--- src/rtl/resp_tx_pkg.sv ---
package resp_tx_pkg;

    localparam int BYTE_W     = 8;
    localparam int WORD_BITS  = BYTE_W + 3;
    localparam int IDX_W      = $clog2(WORD_BITS);
    localparam int PAR_IDX    = BYTE_W + 1;
    localparam int STOP_IDX   = BYTE_W + 2;

    typedef enum logic [1:0] {
        ST_IDLE   = 2'd0,
        ST_WAIT   = 2'd1,
        ST_LAUNCH = 2'd2,
        ST_SEND   = 2'd3
    } tx_state_e;

    typedef struct packed {
        logic [IDX_W-1:0] idx;
        logic             second;
    } frame_pos_t;

    // Line-polarity level of bit position idx within a word holding d.
    function automatic logic frame_level(input logic [BYTE_W-1:0] d,
                                         input logic [IDX_W-1:0]  idx);
        logic lvl;
        if (idx == '0)
            lvl = 1'b0;
        else if (int'(idx) <= BYTE_W)
            lvl = d[int'(idx) - 1];
        else if (int'(idx) == PAR_IDX)
            lvl = ^d;
        else
            lvl = 1'b1;
        return lvl;
    endfunction

endpackage

--- src/rtl/resp_tx_bitclk.sv ---
module resp_tx_bitclk #(
    parameter int DIV = 64
) (
    input  logic clk,
    input  logic rst,
    output logic pre_o,
    output logic point_o
);
    localparam int CW   = $clog2(DIV);
    localparam int HALF = DIV / 2;

    logic [CW-1:0] cnt_q;

    always_ff @(posedge clk) begin
        if (rst)
            cnt_q <= '0;
        else if (cnt_q == CW'(DIV - 1))
            cnt_q <= '0;
        else
            cnt_q <= cnt_q + 1'b1;
    end

    // pre_o: two clocks ahead of a phase point (capture, then launch)
    assign pre_o   = (cnt_q == CW'(HALF - 2)) || (cnt_q == CW'(DIV - 2));
    assign point_o = (cnt_q == '0) || (cnt_q == CW'(HALF));

    p_point_follows_pre_r7: assert property (@(posedge clk) disable iff (rst)
        pre_o |=> ##1 point_o);

endmodule

--- src/rtl/resp_tx_gate.sv ---
module resp_tx_gate #(
    parameter int DIV      = 64,
    parameter int WIN_BITS = 7
) (
    input  logic clk,
    input  logic rst,
    input  logic addr_valid_i,
    input  logic cmd_strobe_i,
    input  logic send_i,
    input  logic busy_i,
    input  logic done_i,
    output logic accept_o
);
    localparam int WIN_CYC = DIV * WIN_BITS;
    localparam int WW      = $clog2(WIN_CYC + 1);

    logic          send_q;
    logic          val_q;
    logic          sel_q;
    logic [WW-1:0] win_q;
    logic          send_rise;
    logic          counting;
    logic          expire;

    assign send_rise = send_i && !send_q;
    assign accept_o  = send_rise && sel_q && !busy_i;
    assign counting  = sel_q && !busy_i && !accept_o;
    assign expire    = counting && (win_q == WW'(1));

    always_ff @(posedge clk) begin
        if (rst) begin
            send_q <= 1'b0;
            val_q  <= 1'b0;
            sel_q  <= 1'b0;
            win_q  <= '0;
        end else begin
            send_q <= send_i;
            if (done_i || expire) begin
                val_q <= 1'b0;
                sel_q <= 1'b0;
                win_q <= '0;
            end else begin
                if (addr_valid_i && !busy_i)
                    val_q <= 1'b1;
                if (cmd_strobe_i && val_q && !busy_i) begin
                    sel_q <= 1'b1;
                    win_q <= WW'(WIN_CYC);
                end else if (counting) begin
                    win_q <= win_q - 1'b1;
                end
            end
        end
    end

    p_sel_implies_val_r1: assert property (@(posedge clk) disable iff (rst)
        sel_q |-> val_q);
    p_cleared_after_done_r8: assert property (@(posedge clk) disable iff (rst)
        done_i |=> (!val_q && !sel_q));
    p_expiry_closes_r2: assert property (@(posedge clk) disable iff (rst)
        expire |=> !sel_q);

endmodule

--- src/rtl/resp_tx_ser.sv ---
module resp_tx_ser
    import resp_tx_pkg::*;
#(
    parameter int DIV = 64
) (
    input  logic              clk,
    input  logic              rst,
    input  logic              accept_i,
    input  logic              pre_i,
    input  logic              point_i,
    input  logic [BYTE_W-1:0] id_i,
    input  logic [BYTE_W-1:0] status_i,
    output logic              tx_o,
    output logic              busy_o,
    output logic              done_o
);
    localparam int TW = $clog2(DIV);

    tx_state_e         state_q;
    frame_pos_t        pos_q;
    logic [TW-1:0]     tmr_q;
    logic [BYTE_W-1:0] data_q;
    logic              tx_q;
    logic              bit_end;
    logic              word_end;
    logic [IDX_W-1:0]  idx_nx;

    assign bit_end  = (state_q == ST_SEND) && (tmr_q == TW'(DIV - 1));
    assign word_end = bit_end && (pos_q.idx == IDX_W'(STOP_IDX));
    assign done_o   = word_end && pos_q.second;
    assign idx_nx   = pos_q.idx + 1'b1;
    assign busy_o   = (state_q != ST_IDLE);
    assign tx_o     = tx_q;

    always_ff @(posedge clk) begin
        if (rst) begin
            state_q <= ST_IDLE;
            pos_q   <= '0;
            tmr_q   <= '0;
            data_q  <= '0;
            tx_q    <= 1'b0;
        end else begin
            case (state_q)
                ST_IDLE: begin
                    if (accept_i)
                        state_q <= ST_WAIT;
                end
                ST_WAIT: begin
                    if (pre_i) begin
                        data_q  <= id_i;
                        state_q <= ST_LAUNCH;
                    end
                end
                ST_LAUNCH: begin
                    state_q <= ST_SEND;
                    pos_q   <= '0;
                    tmr_q   <= '0;
                    tx_q    <= 1'b1;
                end
                default: begin
                    if (bit_end) begin
                        tmr_q <= '0;
                        if (word_end) begin
                            if (!pos_q.second) begin
                                pos_q.second <= 1'b1;
                                pos_q.idx    <= '0;
                                data_q       <= status_i;
                                tx_q         <= 1'b1;
                            end else begin
                                state_q <= ST_IDLE;
                                pos_q   <= '0;
                                tx_q    <= 1'b0;
                            end
                        end else begin
                            pos_q.idx <= idx_nx;
                            tx_q      <= ~frame_level(data_q, idx_nx);
                        end
                    end else begin
                        tmr_q <= tmr_q + 1'b1;
                    end
                end
            endcase
        end
    end

    p_idle_line_low_r6: assert property (@(posedge clk) disable iff (rst)
        (state_q == ST_IDLE) |-> !tx_q);
    p_launch_on_phase_r7: assert property (@(posedge clk) disable iff (rst)
        (state_q == ST_LAUNCH) |=> point_i);
    p_index_bound_r3: assert property (@(posedge clk) disable iff (rst)
        (state_q == ST_SEND) |-> (pos_q.idx <= IDX_W'(STOP_IDX)));
    p_start_driven_high_r6: assert property (@(posedge clk) disable iff (rst)
        ((state_q == ST_SEND) && (tmr_q == '0) && (pos_q.idx == '0)) |-> tx_q);
    p_no_accept_when_busy_r8: assert property (@(posedge clk) disable iff (rst)
        (state_q != ST_IDLE) |=> (state_q != ST_WAIT) || $past(state_q == ST_WAIT));

endmodule

--- src/rtl/resp_tx.sv ---
module resp_tx #(
    parameter int DIV      = 64,
    parameter int WIN_BITS = 7
) (
    input  logic       clk,
    input  logic       rst,
    input  logic       addr_valid_i,
    input  logic       cmd_strobe_i,
    input  logic       send_i,
    input  logic [7:0] id_i,
    input  logic [7:0] status_i,
    output logic       tx_o,
    output logic       busy_o
);
    logic pre;
    logic point;
    logic accept;
    logic done;

    resp_tx_bitclk #(.DIV(DIV)) u_bitclk (
        .clk     (clk),
        .rst     (rst),
        .pre_o   (pre),
        .point_o (point)
    );

    resp_tx_gate #(.DIV(DIV), .WIN_BITS(WIN_BITS)) u_gate (
        .clk          (clk),
        .rst          (rst),
        .addr_valid_i (addr_valid_i),
        .cmd_strobe_i (cmd_strobe_i),
        .send_i       (send_i),
        .busy_i       (busy_o),
        .done_i       (done),
        .accept_o     (accept)
    );

    resp_tx_ser #(.DIV(DIV)) u_ser (
        .clk      (clk),
        .rst      (rst),
        .accept_i (accept),
        .pre_i    (pre),
        .point_i  (point),
        .id_i     (id_i),
        .status_i (status_i),
        .tx_o     (tx_o),
        .busy_o   (busy_o),
        .done_o   (done)
    );

    p_busy_rises_after_accept_r9: assert property (@(posedge clk) disable iff (rst)
        accept |=> busy_o);

endmodule

--- config.mk ---
export PLATFORM = sky130hd
export DESIGN_NAME = resp_tx
export DESIGN_NICKNAME = d
export VERILOG_FILES = /design/src/rtl/resp_tx_pkg.sv /design/src/rtl/resp_tx_bitclk.sv /design/src/rtl/resp_tx_gate.sv /design/src/rtl/resp_tx_ser.sv /design/src/rtl/resp_tx.sv
export SDC_FILE = /design/constraint.sdc
export NUM_CORES = 1
export LEC_CHECK = 0
export BUFFER_PORTS_ARGS = -buffer_cell sky130_fd_sc_hd__buf_2
export CELL_PAD_IN_SITES_DETAIL_PLACEMENT = 0
export CELL_PAD_IN_SITES_GLOBAL_PLACEMENT = 1
export CORE_UTILIZATION = 40
export CTS_CLUSTER_SIZE = 25
export DETAILED_ROUTE_END_ITERATION = 8
export PLACE_DENSITY = 0.84
export SYNTH_ARGS = -nofsm -noshare
export SYNTH_HDL_FRONTEND = slang
export SYNTH_SLANG_ARGS = --single-unit
--- constraint.sdc ---
create_clock -name clk -period 2.4 [get_ports clk]
set_input_delay 0.24 -clock clk [delete_from_list [all_inputs] [get_ports clk]]
set_output_delay 0.24 -clock clk [all_outputs]
set_load 0.01 [all_outputs]
==> flow_metrics.tcl <==
set metrics [dict create \
    status "finished, final reports clean" \
    coreArea_sq_um 4850 \
    rsz0062_at_grt "false" \
    drt_wl_total_mm 3.84 \
    syn_avg_cell_area_sq_um 8.84 \
    ys_seq_area_share_pct 38.7 \
    cp.required_ns 2.62 \
    cts.sinks 40 \
    synthFlopType "dfxtp_1" \
    yosys.area.top_type_share_pct 38.7 \
    critPathMaxStageDelay_ns 0.51 \
    leakagePower_uw 0.000890 \
    drive_gt1_share_pct 15.8 \
    worstMarginPinSlew_ns 0.656 \
    area_growth_pct 13.8 \
    clk_pin_slew_ns 0.08 \
    globalplace.congestion 0.816 \
    ys_ff_latch 40 \
    hold_path.class "in2reg" \
    clock.fmax_ghz 0.454 \
    numCtsBuffers 5 \
    worstPathCellList "inv_1 -> ha_1 -> or3_4 -> or4b_4 -> or3_1 -> a31oi_1" \
    min_to "u_gate.val_q" \
    cp_max_fo 7 \
    fp-row-count 25 \
    rrSetupSlack_ns 0.20 \
    max_slew_margin_pct 55.9 \
    end_kind "register" \
    vias 1609 \
    fin_setup_tns_ns 0 \
    cts_setup_buffers 0 \
    placed_area_sq_um 2260 \
    synth-async-reset-ratio_pct 0 \
    powerDensity_nw_per_um2 716 \
    synth_top_area_cell "dfxtp_1" \
    synthTopCellsByArea "dfxtp_1 39%, ha_1 7.9%, nor2_1 6.7%" \
    grt_pass1_wl_mm 6.73 \
    cp_data_arrival_time_ns 2.42 \
    final_common_cell "dfxtp_1" \
    first_global_vias 1561 \
    fin_crit_ns 2.20 \
    yosys_warnings 0 \
    routedWlPerCell_um 11.7 \
    postCtsResizedCells 0 \
    critPathKind "reg2reg" \
    ctsHoldBuffers 0 \
    slowest_stage "or4b_4" \
    min_from "addr_valid_i" \
    drc_errors 0 \
    syn_nets 268 \
    htreeDepth 2 \
    die_w_um 73.9 \
    rr_worst_depth 6 \
    dr.pass1.iters 4 \
    ant_nets 0 \
    regToRegStartpoint "u_ser.state_q[0]" \
    worstHoldPathCells 3 \
    crit_buf_inv 1 \
    post-route-period-util_pct 91.8 \
    root_buffer "clkbuf_8" \
    grtUsageTotal_pct 16.1 \
    grt_max_degree 24 \
    grt-ovfl-total 0 \
    fin_nets 293 \
    die_area_sq_um 5470 \
    final_hold_viol_count 0 \
    num_antenna_cells 0 \
    ir_drop_v 0.000540 \
    syn_inst 234 \
    regToRegEndpoint "u_ser.pos_q[3]" \
    nFillCells 490 \
    start_kind "register" \
    cts_buffer_depth 2 \
    maxCapViolCount 0 \
    place_inst 319 \
    crit_family "simple AND/OR/NAND/NOR gates" \
    cts_tree "done" \
    drt_iter0_markers 61 \
    port-buffer-count 22 \
    synth_edf_count 0 \
    final_util_pct 48.6 \
    syn-cell-area_sq_um 2070 \
    final_cell_mix "40 x dfxtp_1, 37 x nor2_1, 22 x buf_2" \
    initial_core_util_pct 42.7 \
    dieHeight_um 73.9 \
    finish.instance_area_sq_um 2360 \
    ios 23 \
    antenna_found_initial 0 \
    skew_ns 0.00784 \
    fin_cells 327 \
    clk_latency_ns 0.30 \
    yosys.cell_types.count 37 \
    finalSetupViolations 0 \
    viasPerCell 4.92 \
    place_hpwl_mm 2.85 \
    slew_violations 0 \
]
## metrics by stage
step / power, uW / hold slack, ns / worst slack (ns)
finish: 1690 / 0.167 / 0.197
floorplan: 1120 / 0.368 / 0.292
CTS: 1700 / 0.164 / 0.219
detailed placement: 1230 / 0.455 / 0.247
global route: 1790 / 0.199 / 0.114
global placement: 1220 / 0.452 / 0.300
## power by group
part / leakage (uW) / switching [uW] / internal (uW)
clock network: 0.0000434 / 240 / 233
logic: 0.000521 / 224 / 203
registers: 0.000325 / 57.0 / 729
total: 0.000890 / 522 / 1160
## layout make-up
type	instances	area [sq um]	area share, %
Timing Repair Buffer	27	148	6.27
Sequential cell	40	801	34.0
Inverter	12	45.0	1.91
Tap cell	67	83.8	3.56
Clock inverter	2	15.0	0.637
Clock buffer	6	82.6	3.51
Multi-Input combinational cell	173	1180	50.1
## layer usage
layer  track usage [%]  vias up  part of all wire [%]
li1                  -      854                     -
met1              19.8      739                    50
met2              26.8       10                    46
met3              3.66        6                   2.3
met4              7.26        0                   1.5
met5                 0        -                     0
## flip-flops by register name (all words and copies together) (netlist names)
register        count
u_gate.win_q        9
u_ser.tx_o          1
u_ser.data_q        8
u_ser.state_q       2
u_ser.pos_q         5
u_ser.tmr_q         6
u_gate.send_q       1
u_gate.val_q        1
u_bitclk.cnt_q      6
u_gate.sel_q        1
## how the worst max path moves through the flow
| stage | endpoint | cells past startpoint | slack [ns] | start |
|---|---|---|---|---|
| 2_1_floorplan | u_ser.pos_q[3] | 7 | 0.29 | u_ser.state_q[1] |
| 3_3_place_gp | u_ser.pos_q[3] | 6 | 0.30 | u_ser.state_q[0] |
| 3_5_place_dp | u_ser.pos_q[3] | 6 | 0.25 | u_ser.state_q[0] |
| 4_1_cts | u_ser.pos_q[3] | 6 | 0.22 | u_ser.state_q[0] |
| 5_1_grt | u_ser.pos_q[3] | 6 | 0.11 | u_ser.state_q[0] |
| 6_report | u_ser.pos_q[3] | 6 | 0.20 | u_ser.state_q[0] |
## synth_stat cells, types with 2 or more instances
library cell and instances:
nor2b_1 3, ha_1 13, a21oi_1 13, nand3b_1 3, dfxtp_1 40, nand4_1 3
nand2b_1 4, and3_1 2, nor4_1 3, inv_1 12, nand2_1 12, o21ai_0 8
xor2_1 11, xnor2_1 14, clkbuf_1 6, nand3_1 9, a211oi_1 10, nor3_1 4
mux2i_1 9, nor2_1 37, mux4_2 2
## tightest hold or removal path: stages
cell     delay [ns]
buf_2          0.08
a21oi_1        0.05
nor2_1         0.07
## cell families (layout without fill, tap and decap cells)
| family | after synthesis | in the layout | share of synthesized area [%] |
|---|---|---|---|
| AO/OA/AOI/OAI | 37 | 37 | 11.1 |
| XOR/XNOR | 25 | 25 | 10.6 |
| AND/OR/NAND/NOR | 86 | 86 | 20.4 |
| multiplexers | 12 | 12 | 7.07 |
| adder cells (fa/ha/maj) | 13 | 13 | 7.86 |
| flip-flops | 40 | 40 | 38.7 |
| buffers and inverters | 21 | 47 | 4.23 |
Power figures use the tool's default switching activity.
